File: src/rtl/gpio_bank_pkg.sv
`timescale 1ns/1ps
package gpio_bank_pkg;

  // Word indices (byte offset >> 2). The values are fixed by software.
  localparam int unsigned IDX_LATCH   = 0;   // 0x00
  localparam int unsigned IDX_LSET    = 1;   // 0x04
  localparam int unsigned IDX_LCLR    = 2;   // 0x08
  localparam int unsigned IDX_NOPULL  = 3;   // 0x0C
  localparam int unsigned IDX_DIR     = 4;   // 0x10
  localparam int unsigned IDX_DSET    = 5;   // 0x14
  localparam int unsigned IDX_DCLR    = 6;   // 0x18
  localparam int unsigned IDX_ALTSEL  = 8;   // 0x20

  typedef enum logic [3:0] {
    RS_NONE,
    RS_LATCH,
    RS_LSET,
    RS_LCLR,
    RS_NOPULL,
    RS_DIR,
    RS_DSET,
    RS_DCLR,
    RS_ALTSEL
  } regsel_e;

endpackage

File: src/rtl/gpio_bank_sync.sv
`timescale 1ns/1ps
module gpio_bank_sync #(
  parameter int NPINS  = 32,
  parameter int STAGES = 2
) (
  input  logic             clk,
  input  logic             rst,
  input  logic [NPINS-1:0] async_in,
  output logic [NPINS-1:0] sync_out
);
  localparam int LAST = STAGES - 1;

  logic [NPINS-1:0] stg [STAGES];

  always_ff @(posedge clk) begin
    if (rst) stg[0] <= '0;
    else     stg[0] <= async_in;
  end

  for (genvar s = 1; s < STAGES; s++) begin : g_stage
    always_ff @(posedge clk) begin
      if (rst) stg[s] <= '0;
      else     stg[s] <= stg[s-1];
    end
  end

  assign sync_out = stg[LAST];
endmodule

File: src/rtl/gpio_bank_regs.sv
`timescale 1ns/1ps
module gpio_bank_regs
  import gpio_bank_pkg::*;
#(
  parameter int NPINS  = 32,
  parameter int ADDR_W = 12
) (
  input  logic              clk,
  input  logic              rst,
  input  logic              bus_sel,
  input  logic              bus_wr,
  input  logic [ADDR_W-1:0] bus_addr,
  input  logic [NPINS-1:0]  bus_wdata,
  output logic [NPINS-1:0]  bus_rdata,
  input  logic [NPINS-1:0]  pad_sync,
  output logic [NPINS-1:0]  latch_q,
  output logic [NPINS-1:0]  dir_q,
  output logic [NPINS-1:0]  nopull_q,
  output logic [NPINS-1:0]  altsel_q
);
  localparam int WIDX_W = ADDR_W - 2;

  logic [WIDX_W-1:0] widx;
  regsel_e           rsel;
  logic              do_wr;
  logic              do_rd;
  logic [NPINS-1:0]  rd_mux;

  assign widx  = bus_addr[ADDR_W-1:2];
  assign do_wr = bus_sel & bus_wr;
  assign do_rd = bus_sel & ~bus_wr;

  always_comb begin
    rsel = RS_NONE;
    if      (widx == WIDX_W'(IDX_LATCH))  rsel = RS_LATCH;
    else if (widx == WIDX_W'(IDX_LSET))   rsel = RS_LSET;
    else if (widx == WIDX_W'(IDX_LCLR))   rsel = RS_LCLR;
    else if (widx == WIDX_W'(IDX_NOPULL)) rsel = RS_NOPULL;
    else if (widx == WIDX_W'(IDX_DIR))    rsel = RS_DIR;
    else if (widx == WIDX_W'(IDX_DSET))   rsel = RS_DSET;
    else if (widx == WIDX_W'(IDX_DCLR))   rsel = RS_DCLR;
    else if (widx == WIDX_W'(IDX_ALTSEL)) rsel = RS_ALTSEL;
  end

  always_ff @(posedge clk) begin
    if (rst) begin
      latch_q  <= '0;
      dir_q    <= '0;
      nopull_q <= '0;
      altsel_q <= '0;
    end else if (do_wr) begin
      unique case (rsel)
        RS_LATCH:  latch_q  <= bus_wdata;
        RS_LSET:   latch_q  <= latch_q | bus_wdata;
        RS_LCLR:   latch_q  <= latch_q & ~bus_wdata;
        RS_NOPULL: nopull_q <= bus_wdata;
        RS_DIR:    dir_q    <= bus_wdata;
        RS_DSET:   dir_q    <= dir_q | bus_wdata;
        RS_DCLR:   dir_q    <= dir_q & ~bus_wdata;
        RS_ALTSEL: altsel_q <= bus_wdata;
        default:   ;
      endcase
    end
  end

  always_comb begin
    unique case (rsel)
      RS_LATCH:  rd_mux = pad_sync;
      RS_NOPULL: rd_mux = nopull_q;
      RS_DIR:    rd_mux = dir_q;
      RS_ALTSEL: rd_mux = altsel_q;
      default:   rd_mux = '0;
    endcase
  end

  always_ff @(posedge clk) begin
    if (rst)        bus_rdata <= '0;
    else if (do_rd) bus_rdata <= rd_mux;
  end
endmodule

File: src/rtl/gpio_bank_padmux.sv
`timescale 1ns/1ps
module gpio_bank_padmux #(
  parameter int NPINS = 32
) (
  input  logic             clk,
  input  logic             rst,
  input  logic [NPINS-1:0] latch_q,
  input  logic [NPINS-1:0] dir_q,
  input  logic [NPINS-1:0] nopull_q,
  input  logic [NPINS-1:0] altsel_q,
  input  logic [NPINS-1:0] alt_oe,
  input  logic [NPINS-1:0] alt_out,
  output logic [NPINS-1:0] pad_oe,
  output logic [NPINS-1:0] pad_out,
  output logic [NPINS-1:0] pad_pu,
  output logic [NPINS-1:0] pad_pd
);
  logic [NPINS-1:0] nx_oe, nx_out, nx_pu, nx_pd;
  logic [NPINS-1:0] pull_on;

  for (genvar i = 0; i < NPINS; i++) begin : g_pin
    // Pulls only on a GPIO-owned input with pulls allowed
    assign pull_on[i] = ~altsel_q[i] & ~dir_q[i] & ~nopull_q[i];
    assign nx_oe[i]   = altsel_q[i] ? alt_oe[i]  : dir_q[i];
    assign nx_out[i]  = altsel_q[i] ? alt_out[i] : latch_q[i];
    assign nx_pu[i]   = pull_on[i] &  latch_q[i];
    assign nx_pd[i]   = pull_on[i] & ~latch_q[i];
  end

  always_ff @(posedge clk) begin
    if (rst) begin
      pad_oe  <= '0;
      pad_out <= '0;
      pad_pu  <= '0;
      pad_pd  <= '1;
    end else begin
      pad_oe  <= nx_oe;
      pad_out <= nx_out;
      pad_pu  <= nx_pu;
      pad_pd  <= nx_pd;
    end
  end
endmodule

File: src/rtl/gpio_bank_sc.sv
`timescale 1ns/1ps
module gpio_bank_sc #(
  parameter int NPINS       = 32,
  parameter int ADDR_W      = 12,
  parameter int SYNC_STAGES = 2
) (
  input  logic              clk,
  input  logic              rst,
  input  logic              bus_sel,
  input  logic              bus_wr,
  input  logic [ADDR_W-1:0] bus_addr,
  input  logic [NPINS-1:0]  bus_wdata,
  output logic [NPINS-1:0]  bus_rdata,
  input  logic [NPINS-1:0]  pad_in,
  output logic [NPINS-1:0]  pad_oe,
  output logic [NPINS-1:0]  pad_out,
  output logic [NPINS-1:0]  pad_pu,
  output logic [NPINS-1:0]  pad_pd,
  input  logic [NPINS-1:0]  alt_oe,
  input  logic [NPINS-1:0]  alt_out
);
  logic [NPINS-1:0] pad_sync;
  logic [NPINS-1:0] latch_q, dir_q, nopull_q, altsel_q;

  gpio_bank_sync #(.NPINS(NPINS), .STAGES(SYNC_STAGES)) u_sync (
    .clk      (clk),
    .rst      (rst),
    .async_in (pad_in),
    .sync_out (pad_sync)
  );

  gpio_bank_regs #(.NPINS(NPINS), .ADDR_W(ADDR_W)) u_regs (
    .clk       (clk),
    .rst       (rst),
    .bus_sel   (bus_sel),
    .bus_wr    (bus_wr),
    .bus_addr  (bus_addr),
    .bus_wdata (bus_wdata),
    .bus_rdata (bus_rdata),
    .pad_sync  (pad_sync),
    .latch_q   (latch_q),
    .dir_q     (dir_q),
    .nopull_q  (nopull_q),
    .altsel_q  (altsel_q)
  );

  gpio_bank_padmux #(.NPINS(NPINS)) u_mux (
    .clk      (clk),
    .rst      (rst),
    .latch_q  (latch_q),
    .dir_q    (dir_q),
    .nopull_q (nopull_q),
    .altsel_q (altsel_q),
    .alt_oe   (alt_oe),
    .alt_out  (alt_out),
    .pad_oe   (pad_oe),
    .pad_out  (pad_out),
    .pad_pu   (pad_pu),
    .pad_pd   (pad_pd)
  );
endmodule

File: config.mk
export PLATFORM = sky130hd
export DESIGN_NAME = gpio_bank_sc
export DESIGN_NICKNAME = d
export VERILOG_FILES = /design/src/rtl/gpio_bank_pkg.sv /design/src/rtl/gpio_bank_sync.sv /design/src/rtl/gpio_bank_regs.sv /design/src/rtl/gpio_bank_padmux.sv /design/src/rtl/gpio_bank_sc.sv
export SDC_FILE = /design/constraint.sdc
export NUM_CORES = 1
export LEC_CHECK = 0
export ABC_AREA = 1
export CORE_UTILIZATION = 50
export CTS_CLUSTER_DIAMETER = 200
export DETAILED_ROUTE_END_ITERATION = 16
export GPL_TIMING_DRIVEN = 0
export PLACE_DENSITY = 0.79
export SLEW_MARGIN = 20
export SYNTH_ARGS = -nofsm -noshare
export SYNTH_HDL_FRONTEND = slang
export SYNTH_SLANG_ARGS = --single-unit
File: constraint.sdc
create_clock -name clk -period 1.5 [get_ports clk]
set_input_delay 0.3 -clock clk [delete_from_list [all_inputs] [get_ports clk]]
set_output_delay 0.3 -clock clk [all_outputs]
set_load 0.02 [all_outputs]
==> results of run 1 <==
## through the flow
step | cells | hold slack, ns
3_3_place_gp | 2430 | 0.390
5_1_grt | 2527 | 0.311
4_1_cts | 2515 | 0.293
3_5_place_dp | 2430 | 0.392
2_1_floorplan | 1794 | 0.388
6_report | 2527 | 0.300
## cells in the final DEF (no fill, tap or decap), drive strengths merged, types with 2 or more instances in the layout
cell type and count:
clkbuf 133, o21ai 192, nand2 299, inv 170, dlymetal6s2s 7, clkinvlp 2
nor2 238, clkinv 7, buf 79, bufbuf 2, clkdlybuf4s15 26, nand3 229
a21oi 128, dfxtp 352, dlygate4sd2 126, diode 4, nand4 64, clkdlybuf4s50 131
## power breakdown
group	switching, mW	internal, mW
registers	0.0235	9.43
clock network	3.72	5.25
logic	0.702	0.512
## Yosys cell counts, drive strengths merged
| master | number | area, um^2 |
|---|---|---|
| a21oi | 128 | 641 |
| and2 | 1 | 6.26 |
| buf | 53 | 338 |
| clkbuf | 68 | 255 |
| dfxtp | 352 | 7050 |
| inv | 170 | 638 |
| nand2 | 299 | 1150 |
| nand3 | 229 | 1160 |
| nand4 | 64 | 400 |
| nor2 | 237 | 948 |
| o211ai | 1 | 12.5 |
| o21ai | 192 | 961 |
## worst max-delay path, stage by stage
cell                              delay (ns)
sky130_fd_sc_hd__clkdlybuf4s50_1        0.52
sky130_fd_sc_hd__clkbuf_1               0.43
sky130_fd_sc_hd__buf_1                  0.53
sky130_fd_sc_hd__nor2_1                 0.13
## final timing paths
path	startpoint	to	slack, ns
setup / recovery	rst	u_sync.stg[0][0]$_SDFF_PP0_	-0.03
hold / removal	pad_in[20]	u_sync.stg[0][20]$_SDFF_PP0_	0.30
setup reg to reg	u_regs.altsel_q[31]$_SDFFE_PP0P_	u_mux.pad_pd[31]$_SDFF_PP1_	0.45
hold reg to reg	u_sync.stg[0][16]$_SDFF_PP0_	u_sync.stg[1][16]$_SDFF_PP0_	0.39
## per-layer routing
layer	wire [um]	GRT usage [%]	vias to the layer above
met1	19700	44.4	6588
li1	-	-	6600
met3	4700	5.80	162
met4	2320	17.8	2
met2	22400	55.6	831
met5	14	0	-
## timing repair
action / in CTS / in global routing
resized for setup: 298 / 144
setup endpoints to repair: 476 / 223
pin swaps: 11 / 21
cloned: 2 / 5
buffers inserted: 18 / 8
## final cells by class
cell class | instances | area share [%]
well taps | 335 | 2.23
flip-flops and latches | 352 | 37.5
inverters | 170 | 3.41
multi-input cells | 1152 | 28.8
clock inverters | 10 | 0.426
clock buffers | 55 | 5.87
repair buffers | 333 | 17.1
plain buffers | 116 | 4.59
diodes | 4 | 0.0533
## cell families (layout without fill, tap and decap cells)
logic type             count (synthesis)  in the layout  synth area share (%)
other                                  0              4                     0
flip-flops                           352            352                  52.0
buffers and inverters                291            684                  9.08
AND/OR/NAND/NOR                      830            831                  27.0
AO/OA/AOI/OAI                        321            321                  11.9
==> summary.md, run 1 <==
Fill cells in the final layout number 2131. Cells fill 71.3% of the core in the end. In the routed layout, each cell is associated on average with a via count of 5.61. STA classifies the critical path startpoint as an input pin. Global placement routability congestion: 0.938.

Gate count after technology mapping: 1794. The run finished, with violations left. The first global-routing pass estimated 74400 um of wire.

The floorplan step defined a core boundary enclosing 0.0264 mm^2. In this run, distinct cell masters in the synthesized netlist total 23. By startpoint and endpoint, the worst setup path is classified as input pin to flip-flop. The final reports fail on negative setup slack. The worst path needs 1.53 ns of the cycle, external delays included. For the max-cap violation count, the log shows 0.

Number of global-route vias before repair: 13419. The final antenna-violating net count is 0. The sort of element at the end of the critical path was a flip-flop. For the pin with the worst max-slew slack, the measured transition is 0.610 ns. The highest fanout seen on the critical path works out to 10.

The run gives 37 as the CTS buffer count. The maximum operating frequency came out at 0.654 GHz. Once layout is done, the placed cells without fillers occupy 0.0188 mm^2. The flip-flop and latch count after synthesis is 352. The worst pin sits at a relative slew slack of 59.3%. The logs give 5 for the initial antenna violation count and 1.88 ns for the worst path required time.

The tools report the root cell of the clock tree as sky130_fd_sc_hd__clkbuf_16. After detailed routing, the number of remaining DRC violations is 0. For this design the top-level I/O count stands at 304.

For the worst flop-to-flop path, the logic depth is 3. The run gives -1.01 ns as the setup slack at placement. A synthesized cell averages 7.56 um^2. The die is 167 um tall. Port buffer count: 301. From left edge to right edge, the die measures 167 um. Cells with a size suffix above 1 make up 11.7% of the layout. The wire length per cell is 19.5 um. The initialized floorplan defines 59 standard-cell rows.

The overall power of the completed layout came out at 19.6 mW. The logs give 1525 for the number of DRC markers after the initial detailed-route iteration and 0.00541 mm^2 for the area used by multi-input combinational logic. The number of nets in the synthesized netlist is 1938. After detailed routing, the total wire length is 49200 um. At the worst endpoint, the arrival time is 1.91 ns.

The run gives 0.000879 V as the highest ir drop seen on vdd. Setup repair after global routing could not meet its margin everywhere. For this design the ratio of total power to cell area is 1050 mW/mm^2. The final layout contains 2306 nets. The final setup violation count came out at 6. The clock passes through at most 3 buffers. The tools report the setup TNS after final layout as -0.0877 ns. The run gives 8.29 nW as the leakage power summed over all cells. Number of sinks driven by the clock tree: 352. TritonCTS built the clock tree. The run gives 14183 as the vias after detailed routing. The number of warning messages in the yosys log is 0. The logs give 0 for the number of hold buffers added after cts and 0 for the hold violation count in the final report.

The register with the most flip-flops in the layout has 64 of them. The initial utilization of the core area, before any placement, comes to 51.4%. The H-tree generated during clock tree synthesis spans 2 levels. The die covers 0.0278 mm^2.

Before antenna repair, the detailed router went through 5 iterations. The tools report the final worst setup slack as -0.0292 ns. In the global route stage, overall resource usage came out at 34.4%. Clock skew on the completed layout was measured at 0.0184 ns.

After legalization and detailed placement, the total HPWL measured 33700 um. The instance area after placement was 0.0170 mm^2; the total overflow reported by the global router was 0. The tools report the clock latency reported for the late side of the worst-skew pair as 0.52 ns. The number of cells traversed by the worst hold path works out to 3. Number of pins exceeding their max-slew limit in the final report: 0. Summing every instance area after synthesis gives 0.0136 mm^2. After clock tree synthesis, the clock-pin slew on the worst setup and hold paths is 0.06 ns. Maximum number of pins on one net before global-route repair: 14. The run gives 0.00705 mm^2 as the storage element area. Of the available clock period, the critical path in the final layout requires 102%.

The tightest min-delay check is of the input pin to flip-flop type. The sequential element share of the synthesized area came out at 52.0%. Compared with the post-synthesis result, the final layout area differs by 38.6%. More flip-flops sit in one register than any other, and that register is u_sync.stg.
No activity file was read; power rests on OpenSTA's default activity.
==> run 2, diff against run 1 <==
Settings changed: ABC_AREA 1 to unset, CORE_UTILIZATION 50 to 51, CTS_BUF_LIST set to sky130_fd_sc_hd__clkbuf_8, PLACE_DENSITY 0.79 to 0.82, RECOVER_POWER set to 100.
==> run 2 against run 1 <==
  * Synthesized cell count is 26% lower
  * Critical path type unchanged
  * Via count is 18% lower
  * Largest cell class unchanged
  * Sequential power hardly changed
  * Largest power group unchanged
  * The run now ends clean
  * Critical path depth is 4 higher
  * Clock power is 10% lower
  * Critical endpoint is now u_regs.dir_q[23]$_SDFFE_PP0P_
  * Flip-flop and latch count stayed put
==> summary.md, run 2 <==
The port buffer count works out to 299 (-0.66%). The clock latency reported for the late side of the worst-skew pair is 0.59 ns (+0.07 ns), and the final critical-path share of the clock period is 99.4% (-2.5 points). The layout-stage area growth over the synthesis result came out at 36.4%. The number of hold buffers added after cts was 0 (unchanged); the final clock skew was 0.0208 ns (+0.00236 ns).

The total wire length after detailed routing was 42200 um (-14%). After synthesis, the cell types taking the most area are sky130_fd_sc_hd__dfxtp_1 (55%), sky130_fd_sc_hd__mux2i_1 (7.5%), sky130_fd_sc_hd__nand2_1 (5.6%). The highest fanout seen on the critical path is 5 (-5). For the number of DRC markers after the initial detailed-route iteration, the log shows 821 (-46%). By count the netlist is led by sky130_fd_sc_hd__dfxtp_1 (352), sky130_fd_sc_hd__nand2_1 (193), sky130_fd_sc_hd__nor2_1 (99).

DRC violation count after routing: 0 (unchanged). The mean number of vias per cell came out at 5.60 (-0.26%). The maximum operating frequency was 0.670 GHz (+2.5%); the internal power was 14.2 mW (-6.3%).

The power per cell area was 1060 mW/mm^2 (+1.4%); the synthesized cell area was 0.0128 mm^2 (-5.2%). The slowest stage of the critical path belongs to the cell sky130_fd_sc_hd__or4_4. For the sequential share of power, the log shows 50.9% (+2.8 points). The synthesized-area fraction occupied by adder cells was 0% (unchanged).

The library cell used most frequently in the layout, excluding fill and tap cells, is sky130_fd_sc_hd__dfxtp_1. The minimum clock period is 1.49 ns (-0.0375 ns). The count of pins on the block boundary came out at 304 (unchanged).

The vertical die dimension is 161 um (-3.6%). The total overflow reported by the global router came out at 0 (unchanged). Overall power of the completed layout: 18.6 mW (-5.5%). The flip-flop and latch count after synthesis is 352 (unchanged).

The logs give 1857 (-19%) for the net count of the finished layout and 0.869 (-7.4%) for the global placement routability congestion. The basic-gate share of the synthesized area counting and, or, nand and nor cells came out at 18.6% (-8.4 points). The buffer levels on the longest clock path is 3 (unchanged), and the xor-xnor portion of the synthesized cell area is 0.0682% (+0.068 points). The hold violation count in the final report came out at 0 (unchanged). The combinational family with the most area after synthesis is simple AND/OR/NAND/NOR gates. The type of the setup path with the least slack is input pin to flip-flop.

For the highest ir drop seen on vdd, the log shows 0.000777 V (-12%). The number of pins exceeding their max-slew limit in the final report is 0 (unchanged), and the pin slew with the least headroom to its limit is 0.608 ns (-0.00236 ns). STA classifies the critical path endpoint as a flip-flop.

The data arrival time of the critical path was 1.96 ns (+0.05 ns). The maximum number of pins on one net before global-route repair is 14 (unchanged), and the post-synthesis compound-gate area fraction is 15.1% (+3.2 points). The tools report the number of global-route vias before repair as 11518 (-14%). The combined global-route utilization of all metal layers was 32.3% (-2.1 points). The gate count after technology mapping is 1335 (-26%). The net switching power is 4.32 mW (-2.7%).

Fraction of power spent switching nets: 23.3% (+0.66 points). The wire length per cell was 20.2 um (+3.9%); the clock transition at the registers of the reported paths was 0.06 ns (about the same). Most used flip-flop cell after synthesis: sky130_fd_sc_hd__dfxtp_1. The run gives 0.166 ns (-0.134 ns) as the minimum hold slack. The logs give 52.4% (+0.93 points) for the initial standard-cell utilization of the core and 0 (-6) for the final setup violation count. Setup TNS after final layout: 0 ns (+0.0877 ns). The part of the total power dissipated in combinational logic came out at 5.7% (-0.5 points). The cell with the most instances after synthesis is sky130_fd_sc_hd__dfxtp_1. The number of warning messages in the yosys log came out at 0 (unchanged). Setup repair after global routing could not meet its margin everywhere. The logs give 64300 um (-14%) for the first-pass GRT wire length and 0.0164 mm^2 (-3.7%) for the instance area after placement. The CTS buffer count is 55 (+49%), and the leakage power summed over all cells is 6.80 nW (-18%).

The maximum single-stage delay on the critical path came out at 0.58 ns (+0.05 ns). The top cell types in the final layout, fill and taps aside, are sky130_fd_sc_hd__dfxtp_1 (352), sky130_fd_sc_hd__nand2_1 (193), sky130_fd_sc_hd__clkdlybuf4s50_1 (129). The clock network fraction of total power came out at 43.4% (-2.3 points). The run gives 2 (unchanged) as the H-tree depth.

The half-perimeter wire length after detailed placement is 28200 um (-16%), and the flip-flop count of the largest register after layout is 64 (unchanged). The worst path required time is 1.97 ns (+0.09 ns), and the relative slew slack is 59.5% (+0.16 points). Cell type with the largest total area after synthesis: sky130_fd_sc_hd__dfxtp_1. Critical path launch point type: an input pin. The min-delay analysis places its worst path in the category input pin to flip-flop. u_sync.stg holds more flip-flops than any other register. The area used by multi-input combinational logic was 0.00538 mm^2 (-0.58%). The logs give 5 (unchanged) for the detailed-routing iteration count for the pre-antenna-repair pass and 0.00705 mm^2 (about the same) for the storage element area. The max-cap violation count came out at 0 (unchanged). The average size of a mapped cell was 9.62 um^2 (+27%). Fraction of synthesized cell area taken by the top area cell type: 54.9% (+2.9 points). Number of filler instances in the final layout: 1864 (-13%). The final design area excluding fillers is 0.0175 mm^2 (-6.8%). The net count after synthesis was 1479 (-24%); the width of the die was 161 um (-3.6%).

The vias after detailed routing is 11661 (-18%). The floorplan die area is 0.0258 mm^2 (-7.0%), and the final antenna-violating net count is 0 (unchanged). The async set or reset register ratio after synthesis was 0% (unchanged); the initial antenna violation count was 3 (-2). For the sequential element share of the synthesized area, the log shows 54.9% (+2.9 points). The number of enable-type register cells in the synthesized netlist is 0 (unchanged), and the number of sinks driven by the clock tree is 352 (unchanged).

Number of distinct library cell variants in the gate-level netlist after synthesis: 39 (+70%). The root buffer cell chosen for the clock tree is sky130_fd_sc_hd__clkbuf_8. The core outline area was 0.0245 mm^2 (-6.9%); the share of cell area taken by muxes after synthesis was 7.48% (+7.5 points). The run finished with clean final reports. The number of placement rows came out at 57 (-3.4%). The fraction of final layout cells with drive strength greater than 1 is 18.6% (+6.9 points).

Traced cell by cell, the critical path runs through buf_2 > or4_4 > a2111oi_4 > buf_6 > buf_12 > buf_8 > a21oi_1 > a21o_1. TritonCTS built the clock tree.
run 2: cell count changes in the layout (fill, tap and decap cells not counted), sizes merged, moves of 105 or more:
| cell | change |
|---|---|
| nand2 | -106 |
| nand3 | -228 |
| nor2 | -139 |
| inv | -150 |
| clkbuf | +105 |
| o21ai | -128 |
| dlygate4sd2 | -125 |
run 2: through the flow:
step / cells / utilization [%] / setup slack [ns]
6_report: 2083 / 71.4 / 0.00838
4_1_cts: 2074 / 72.7 / -0.00510
3_3_place_gp: 1958 / 66.7 / -1.46
3_5_place_dp: 1958 / 66.7 / -1.43
5_1_grt: 2083 / 71.4 / -0.00209
2_1_floorplan: 1335 / - / -0.282
run 2: what timing repair did:
item | CTS | global route
gates resized for setup | 565 | 110
buffers inserted | 12 | 7
gates cloned | 3 | 0
setup endpoints to repair | 506 | 258
pin swaps | 10 | 6
run 2: worst max-delay path: cells and delay by family:
kind	cells	cell delay, ns
compound gates	3	0.53
buf+inv	4	0.53
simple gates	1	0.58
run 2: cell type report:
class,count,share of cell area (%)
Tap cell,324,2.31
Buffer,119,4.33
Antenna cell,2,0.0286
Inverter,2,0.0429
Timing Repair Buffer,321,16.0
Clock buffer,69,5.42
Multi-Input combinational cell,862,30.7
Sequential cell,352,40.2
Clock inverter,32,0.928
run 2: power by group through the flow:
stage                     Combinational, mW  Clock [mW]  Sequential [mW]
final                                  1.06        8.06             9.45
after global routing                   1.11        8.57             9.45
after CTS                              1.04        8.08             9.45
after floorplan                       0.371           0             9.65
after detailed placement               1.01           0             9.66
after global placement                0.999           0             9.65
run 2: cell families after synthesis:
group / count (synthesis)
and+or+nand+nor: 472
DFF: 352
AOI/OAI and AO/OA: 293
buffers and inverters: 121
muxes: 96
xor gates and xnor gates: 1
run 2: routing by layer:
layer	wire, um	track usage [%]
met3	4260	7.49
met4	1680	14.9
met1	16700	40.4
met5	12	0
met2	19500	52.9
run 2: worst paths after layout:
path                                                        from                                 to  slack (ns)  depth (start not counted)
worst max-delay path                                 bus_addr[8]      u_regs.dir_q[23]$_SDFFE_PP0P_       0.008                          8
worst min-delay path                                     bus_sel  u_regs.bus_rdata[31]$_SDFFE_PP0P_        0.17                          4
worst max register to register  u_regs.altsel_q[24]$_SDFFE_PP0P_  u_regs.bus_rdata[24]$_SDFFE_PP0P_        0.36                          3
worst min register to register       u_sync.stg[0][5]$_SDFF_PP0_        u_sync.stg[1][5]$_SDFF_PP0_        0.44                          1
==> run 3, diff against run 2 <==
Settings changed: ABC_CLOCK_PERIOD_IN_PS set to 1500.
==> results of run 3 <==
No change in the layout: final DEF, timing and power equal those of run 2.
